===== config.mk =====
export PLATFORM = sky130hd
export DESIGN_NAME = err_status_reg
export DESIGN_NICKNAME = d
export VERILOG_FILES = /design/src/rtl/err_sts_pkg.sv /design/src/rtl/ref_pend_counter.sv /design/src/rtl/therm_router.sv /design/src/rtl/sticky_bank.sv /design/src/rtl/err_status_reg.sv
export SDC_FILE = /design/constraint.sdc
export NUM_CORES = 1
export LEC_CHECK = 0
export BUFFER_PORTS_ARGS = -buffer_cell sky130_fd_sc_hd__clkbuf_2
export CORE_ASPECT_RATIO = 0.9
export CORE_UTILIZATION = 50
export DETAILED_ROUTE_END_ITERATION = 6
export PLACE_DENSITY = 0.84
export SYNTH_ARGS = -nofsm -noshare
export SYNTH_HDL_FRONTEND = slang
export SYNTH_SLANG_ARGS = --single-unit

===== constraint.sdc =====
create_clock -name clk_i -period 3.01 [get_ports clk_i]
set_input_delay 0.4515 -clock clk_i [delete_from_list [all_inputs] [get_ports clk_i]]
set_output_delay 0.4515 -clock clk_i [all_outputs]
set_load 0.01 [all_outputs]

===== src/rtl/err_sts_pkg.sv =====
package err_sts_pkg;
  localparam int REG_W = 16;
  localparam int NSRC  = 4;
  localparam int SRC_RFSH  = 0;
  localparam int SRC_LOCK  = 1;
  localparam int SRC_THERM = 2;
  localparam int SRC_SWSMI = 3;
  // bit positions decoded by software
  localparam int BITPOS [NSRC] = '{8, 9, 11, 12};

  function automatic logic [REG_W-1:0] to_word(logic [NSRC-1:0] s);
    logic [REG_W-1:0] w;
    w = '0;
    for (int i = 0; i < NSRC; i++) w[BITPOS[i]] = s[i];
    return w;
  endfunction

  function automatic logic [NSRC-1:0] from_word(logic [REG_W-1:0] w);
    logic [NSRC-1:0] s;
    for (int i = 0; i < NSRC; i++) s[i] = w[BITPOS[i]];
    return s;
  endfunction
endpackage


===== src/rtl/ref_pend_counter.sv =====
module ref_pend_counter #(
  parameter int LIMIT = 1024
) (
  input  logic clk_i,
  input  logic rst_ni,
  input  logic push_i,
  input  logic pop_i,
  output logic hit_o
);
  localparam int CNT_W = $clog2(LIMIT + 1);
  localparam logic [CNT_W-1:0] LIM = CNT_W'(LIMIT);

  logic [CNT_W-1:0] cnt_q, cnt_d;

  always_comb begin
    cnt_d = cnt_q;
    if (push_i && !pop_i && cnt_q != LIM)       cnt_d = cnt_q + 1'b1;
    else if (pop_i && !push_i && cnt_q != '0)   cnt_d = cnt_q - 1'b1;
  end

  assign hit_o = (cnt_d == LIM) && (cnt_q != LIM);

  always_ff @(posedge clk_i or negedge rst_ni)
    if (!rst_ni) cnt_q <= '0;
    else         cnt_q <= cnt_d;

  assert_cnt_bound_R8: assert property (@(posedge clk_i) disable iff (!rst_ni)
    cnt_q <= LIM);
  assert_cnt_step_R8: assert property (@(posedge clk_i) disable iff (!rst_ni)
    (push_i && pop_i) |=> $stable(cnt_q));
endmodule


===== src/rtl/therm_router.sv =====
module therm_router (
  input  logic trip_i,
  input  logic prev_set_i,
  input  logic smi_en_i,
  input  logic sci_en_i,
  input  logic serr_en_i,
  output logic set_o,
  output logic smi_o,
  output logic sci_o
);
  logic [1:0] n_routes;
  logic       legal;

  assign n_routes = 2'(smi_en_i) + 2'(sci_en_i) + 2'(serr_en_i);
  assign legal    = (n_routes == 2'd1);
  assign set_o    = trip_i && legal && !prev_set_i;
  assign smi_o    = set_o && smi_en_i;
  assign sci_o    = set_o && sci_en_i;
endmodule


===== src/rtl/sticky_bank.sv =====
module sticky_bank #(
  parameter int N = 4
) (
  input  logic         clk_i,
  input  logic         rst_ni,
  input  logic [N-1:0] set_i,
  input  logic [N-1:0] clr_i,
  output logic [N-1:0] sts_o,
  output logic [N-1:0] rise_o
);
  for (genvar i = 0; i < N; i++) begin : g_bit
    logic eff_prev;
    assign eff_prev  = sts_o[i] && !clr_i[i];
    assign rise_o[i] = set_i[i] && !eff_prev;

    always_ff @(posedge clk_i or negedge rst_ni)
      if (!rst_ni) sts_o[i] <= 1'b0;
      else         sts_o[i] <= eff_prev || set_i[i];

    assert_sticky_hold_R3: assert property (@(posedge clk_i) disable iff (!rst_ni)
      (sts_o[i] && !clr_i[i]) |=> sts_o[i]);
    assert_set_wins_R9: assert property (@(posedge clk_i) disable iff (!rst_ni)
      set_i[i] |=> sts_o[i]);
  end
endmodule


===== src/rtl/err_status_reg.sv =====
module err_status_reg
  import err_sts_pkg::*;
#(
  parameter int REF_LIMIT = 1024
) (
  input  logic             clk_i,
  input  logic             rst_ni,
  input  logic             wr_en_i,
  input  logic [REG_W-1:0] wr_data_i,
  output logic [REG_W-1:0] rd_data_o,
  input  logic             swsmi_evt_i,
  input  logic             therm_trip_i,
  input  logic             lock_nondram_i,
  input  logic             refq_push_i,
  input  logic             refq_pop_i,
  input  logic             serr_glob_en_i,
  input  logic [NSRC-1:0]  serr_mask_i,
  input  logic             smi_en_therm_i,
  input  logic             sci_en_therm_i,
  output logic             serr_o,
  output logic             smi_o,
  output logic             sci_o
);
  localparam logic [REG_W-1:0] LIVE_MASK = to_word('1);

  logic [NSRC-1:0] clr, set, sts, rise;
  logic ref_hit, therm_set, therm_smi, therm_sci;

  assign clr = wr_en_i ? from_word(wr_data_i) : '0;

  ref_pend_counter #(.LIMIT(REF_LIMIT)) u_refcnt (
    .clk_i (clk_i), .rst_ni (rst_ni),
    .push_i(refq_push_i), .pop_i(refq_pop_i), .hit_o(ref_hit)
  );

  therm_router u_therm (
    .trip_i    (therm_trip_i),
    .prev_set_i(sts[SRC_THERM] && !clr[SRC_THERM]),
    .smi_en_i  (smi_en_therm_i),
    .sci_en_i  (sci_en_therm_i),
    .serr_en_i (serr_mask_i[SRC_THERM] && serr_glob_en_i),
    .set_o     (therm_set),
    .smi_o     (therm_smi),
    .sci_o     (therm_sci)
  );

  always_comb begin
    set            = '0;
    set[SRC_RFSH]  = ref_hit;
    set[SRC_LOCK]  = lock_nondram_i;
    set[SRC_THERM] = therm_set;
    set[SRC_SWSMI] = swsmi_evt_i;
  end

  sticky_bank #(.N(NSRC)) u_bank (
    .clk_i(clk_i), .rst_ni(rst_ni),
    .set_i(set), .clr_i(clr), .sts_o(sts), .rise_o(rise)
  );

  always_ff @(posedge clk_i or negedge rst_ni)
    if (!rst_ni) begin
      serr_o    <= 1'b0;
      smi_o     <= 1'b0;
      sci_o     <= 1'b0;
      rd_data_o <= '0;
    end else begin
      serr_o    <= serr_glob_en_i && |(rise & serr_mask_i);
      smi_o     <= therm_smi;
      sci_o     <= therm_sci;
      rd_data_o <= to_word(sts);
    end

  assert_rsvd_zero_R2: assert property (@(posedge clk_i) disable iff (!rst_ni)
    (rd_data_o & ~LIVE_MASK) == '0);
  assert_serr_needs_glob_R5: assert property (@(posedge clk_i) disable iff (!rst_ni)
    serr_o |-> $past(serr_glob_en_i));
  assert_one_route_R6: assert property (@(posedge clk_i) disable iff (!rst_ni)
    !(smi_o && sci_o));
  assert_smi_sets_flag_R6: assert property (@(posedge clk_i) disable iff (!rst_ni)
    smi_o |=> rd_data_o[BITPOS[SRC_THERM]]);
endmodule


# Word level (Yosys, flattened, before mapping)
# Index checks and enable logic that the tools add are counted.
# classes
addsub,4
n_eq_ne,3
n_mux,3
n_bitwise,1
reduce_logical,35
# ops
operator,n
2-to-1 mux 11 bit,2
logical AND 1 bit,19
"adder 11 x 1 -> 11 bit, second input constant",1
"== test 11 bit, second input constant",1
"inequality test 11 bit, second input constant",1
nonzero test 11 bit,1
"subtractor 11 x 1 -> 11 bit, second input constant",1
zero test 1 bit,10
AND 4 bit,1
logical OR 1 bit,4
2-to-1 mux 4 bit,1
OR reduction 4 bit,1
adder 1 x 1 -> 2 bit,1
adder 2 x 1 -> 2 bit,1
"== test 2 x 1 -> 1 bit, second input constant",1
# word_totals
ff_bits,22
input_bits,31
output_inout_bits,19

# Logic depth before layout (Yosys ltp)
# depth
word_depth,11
ltp_mapped,9
mapped_depth_nobuf,8

# Hierarchy
# Synthesis repeated with hierarchy kept, for this count alone.
# hier_totals
hier_cells,148
hier_area_um2,1491.4
# by_module_without_submodules
mod,n_inst,cells_per_inst,area_each_um2
ref_pend_counter,1,96,882.1
err_status_reg,1,29,337.8
sticky_bank,1,16,215.2
therm_router,1,7,56.3

# Worst setup path after synthesis
# Ideal clock, no wire load.
# synth_path
path_kind,register -> register
startpoint,reg u_refcnt.cnt_q[0]
endpoint,reg serr_o
setup_ns,0.092
t_arrival_ns,2.202
path_slack_ns,0.716
path_stages_with_launch,10
path_cell_list,dfrtp_1 clkbuf_1 inv_1 ha_1 nor3b_4 and3_1 a31oi_1 xnor2_1 or4_4 o31ai_2
# synth_between
elab_chain_len,10
word_cells_on_any_way,14
cone_classes,2 x add/sub; 2 x eq/ne; 2 x mux; 1 x bitwise; 7 x reduce/logical
# synth_lines
item,line,rtl
from (decl),ref_pend_counter.sv:13,"logic [CNT_W-1:0] cnt_q, cnt_d;"
from (signal assigned),ref_pend_counter.sv:25,else cnt_q <= cnt_d;
"parallel branches: the longest is 3 deep, another holds subtractor 11 x 1 -> 11 bit",-,
2-to-1 mux 11 bit *,ref_pend_counter.sv:17,if (push_i && !pop_i && cnt_q != LIM) cnt_d = cnt_q + 1'b1;
named net u_refcnt.cnt_d[8],ref_pend_counter.sv:13,
== test 11 bit *,ref_pend_counter.sv:21,assign hit_o = (cnt_d == LIM) && (cnt_q != LIM);
logical AND 1 bit *,ref_pend_counter.sv:21,
logical AND 1 bit *,sticky_bank.sv:14,assign rise_o[i] = set_i[i] && !eff_prev;
AND 4 bit *,err_status_reg.sv:67,serr_o <= serr_glob_en_i && |(rise & serr_mask_i);
OR reduction 4 bit *,err_status_reg.sv:67,
logical AND 1 bit *,err_status_reg.sv:67,
to (signal assigned),err_status_reg.sv:67,
to (decl),err_status_reg.sv:20,"output logic serr_o,"
# Mark *: on every way through the listed nets, which the timed path passes.

# Worst setup path in the final report
# layout_path
startpoint,reg u_refcnt.cnt_q[0]
endpoint,reg u_bank.sts_o[0]
# layout_between
elab_chain_len,7
word_cells_on_any_way,11
cone_classes,2 x add/sub; 2 x eq/ne; 2 x mux; 5 x reduce/logical
# layout_lines
item,line,rtl
"parallel branches: the longest is 3 deep, another holds subtractor 11 x 1 -> 11 bit",-,
2-to-1 mux 11 bit *,ref_pend_counter.sv:17,
named net u_refcnt.cnt_d[8],ref_pend_counter.sv:13,
== test 11 bit *,ref_pend_counter.sv:21,
logical AND 1 bit *,ref_pend_counter.sv:21,
logical OR 1 bit *,sticky_bank.sv:18,else sts_o[i] <= eff_prev || set_i[i];
"to (signal, indexed assignment)",sticky_bank.sv:18,
to (decl),sticky_bank.sv:8,"output logic [N-1:0] sts_o,"
# Marks and branches as above.

==> results by group <==
Outcome
  – Outcome: finished, final reports clean

Routing
  – DR vias: between 1,000 and 1,500
  – Final WL: 2694 um
  – First-pass DRT Iterations: 4
  – Avg Vias per Cell: 5.248
  – WL/cell: 12.36 um
  – Residual DRC: 0
  – Post-DRT Antenna Nets: 0
  – First DRT Iteration DRCs: 17

Logic synthesis
  – Seq cells post-synth: 22
  – Adder-cell share of the synthesized area: 0.03061
  – Post-synthesis compound-gate area fraction: 0.1607
  – Yosys cell types: 55
  – Number of synthesized flops with an enable pin: 0
  – Synth async-reset ratio: 1.000
  – Syn Area/Cell: 9.372 um2
  – Most frequent cells after synthesis: 22 x dfrtp_1, 15 x nand2_1, 12 x buf_4
  – Count leader, synth: dfrtp_1
  – Largest family of logic cells by synthesized area: simple AND/OR/NAND/NOR gates
  – Sequential area share after synthesis: 0.3741
  – XOR/XNOR Fraction of Synth Area: 0.04167
  – Synth area leaders: dfrtp_1 37%, buf_4 6.1%, xnor2_1 4.2%
  – Post-synthesis mux area share: 0.01446
  – Share of the synthesized area in the top cell type: 0.3741
  – Synth warn: 0
  – Main synth FF type: dfrtp_1
  – Dominant cell type by area after synthesis: dfrtp_1
  – Cell area after synthesis: around 0.0015 mm2
  – Simple-gate share of the synthesized area: 0.2645
  – Mapped Cells: 157

Cells and area
  – Multi-input gate area: around 800 um2
  – P&R area growth vs syn: 9.184%
  – Nets: 213
  – Layout cell share with drive strength beyond 1: 0.2360
  – Diode count: 0
  – Fillers: 236
  – Reg area: around 550 um2

Worst setup path
  – CP startpoint: u_refcnt.cnt_q[0]
  – Crit path to: u_bank.sts_o[0]
  – Worst setup EP type: register
  – R2R depth: 8
  – CP required: 3.24 ns
  – R2R setup slack: 0.57 ns
  – Startpoint type of the worst setup path: register
  – Kind of critical path: reg2reg
  – R2r endpoint: u_bank.sts_o[0]
  – Critical Path AT: 2.67 ns
  – R2R Path Start: u_refcnt.cnt_q[0]
  – CP Max Fanout: 9

Floorplan
  – Num rows: 18
  – Die X: 59.18 um
  – Boundary Pins: 50
  – Initial Utilization: 0.5312
  – Die area: about 0.0032 mm2
  – Core box area: around 0.0028 mm2
  – Die height: roughly 53 um

Clock tree
  – Clock transition at path regs: ~0.12 ns
  – Post-CTS Setup Bufs: 0
  – # hold bufs at CTS: 0
  – Num Clock Sinks: 22
  – H-tree depth: 1
  – Clk root buf: clkbuf_4
  – Clock Latency Late Sink: 0.30 ns
  – Total CTS buffers: 3
  – Bufs on Longest Clock Path: 2
  – Post-CTS Resized: 0
  – CTS tree: built

Global route
  – GR Util All Layers: 0.1925
  – Grt ovf: 0
  – First-pass GRT wire length: 4512 um
  – Antenna violations before repair: 0
  – Pin count of the biggest net entering global routing: 23
  – Busiest grt layer: met2
  – Met2 GRT Util: 0.3296
  – Vias in the first global route: 1,080
  – Routing usage on met3: 0.05379
  – Met1 usage: 0.2266

Timing
  – Final Slew Violations: 0
  – Max-slew headroom: 0.6364
  – Endpoints failing setup: 0
  – Clk_skew: 0.004489 ns
  – Minimum clock period: 2.439 ns
  – RSZ-0062 raised after global routing: no
  – Crit share post-route: 0.8102
  – Fin. Hold Viols: 0
  – Peak Freq: 0.4101 GHz
  – Setup TNS: 0 ns
  – Worst-margin pin slew: 0.5414 ns

Pwr
  – Psw: about 530 uW
  – Sw Share: 0.4125
  – Clk pwr share: 0.173
  – Sequential power share: 0.417
  – Pleak: 0.7220 nW
  – Peak VDD IR: 0.4572 mV
  – Internal Power: approximately 750 uW
  – Cell Pwr Density: 794.3 mW/mm2
  – Logic pwr share: 0.410
  – Design Power: 1.276 mW

Min path
  – Hold Path Class: in2async

Run
  – MaxCap Viol Count: 0

Placement
  – Post-DP HPWL: 2167 um
  – Placer congestion estimate: 0.8963
  – Input/output buffers: 25
-- how the worst min path moves through the flow --
stage	start	slack [ns]	to	depth (start not counted)
2_1_floorplan	rst_ni	0.16	rd_data_o[11]	0
3_3_place_gp	u_bank.sts_o[1]	0.36	rd_data_o[9]	0
3_5_place_dp	u_bank.sts_o[0]	0.36	rd_data_o[8]	0
4_1_cts	rst_ni	0.11	rd_data_o[12]	1
5_1_grt	rst_ni	0.1	rd_data_o[12]	1
6_report	rst_ni	0.09	rd_data_o[12]	1
-- placed cells by master, fill, tap and decap left out, drive strengths merged, types with 3 or more instances in the layout --
cell type	synthesis	layout
nor3b	3	3
conb	1	12
inv	8	8
a21oi	7	7
nor4	4	4
nand2	16	16
xnor2	7	7
clkbuf	3	28
nor3	6	6
or2	4	4
nand3	5	5
and3	3	3
dfrtp	22	22
nor2	9	9
-- flip-flops by register name, summed over array words and instances (netlist names) --
signal,cells
u_bank.sts_o,4
rd_data_o,4
sci_o,1
smi_o,1
u_refcnt.cnt_q,11
serr_o,1
-- routing by layer --
metal	vias up	wire length [um]
met5	-	0
met4	0	17
met3	2	138
met2	41	1328
met1	526	1210
li1	575	-
-- critical path, cell delays in order, from the launching register on --
cell and delay, ns:
dfrtp_1 0.49, inv_1 0.09, ha_1 0.17, nor3b_4 0.34, and3_1 0.28, a31oi_1 0.11
xnor2_1 0.14, or4_4 0.56, o31ai_2 0.18
-- area by class of cell --
cell class | count | share of cell area
Inverter | 8 | 0.01869
Sequential cell | 22 | 0.3427
Clock buffer | 3 | 0.01402
Tap cell | 40 | 0.03115
Timing Repair Buffer | 25 | 0.07788
Multi-Input combinational cell | 119 | 0.4969
Clock inverter | 1 | 0.01869
-- power groups by stage --
stage               registers [mW]  logic, mW  clock network, mW
finish                       0.532      0.524              0.220
global route                 0.550      0.585              0.240
CTS                          0.529      0.522              0.228
detailed placement           0.535      0.518                  0
global placement             0.531      0.499                  0
floorplan                    0.449      0.531                  0
-- kinds of logic (layout without fill, tap and decap cells) --
| kind of cell | after synthesis | count (layout) |
|---|---|---|
| xor gates and xnor gates | 7 | 7 |
| AOI/OAI and AO/OA | 30 | 30 |
| DFF | 22 | 22 |
| and+or+nand+nor | 65 | 65 |
| muxes | 2 | 2 |
| other | 1 | 12 |
| buffers and inverters | 27 | 37 |
| adders and majority gates | 3 | 3 |
-- per-stage QoR --
| stage | util | instances | hold slack [ns] | setup slack (ns) | instance area (um2) |
|---|---|---|---|---|---|
| CTS | 0.5799 | 218 | 0.1071 | 0.5763 | 1607 |
| detailed placement | 0.5610 | 214 | 0.3579 | 0.5098 | 1554 |
| floorplan | - | 168 | 0.1559 | 0.7162 | 1513 |
| finish | 0.5799 | 218 | 0.09120 | 0.5714 | 1607 |
| global route | 0.5799 | 218 | 0.09857 | 0.4196 | 1607 |
| global placement | 0.5610 | 214 | 0.3616 | 0.6261 | 1554 |
Power figures use the tool's default switching activity.
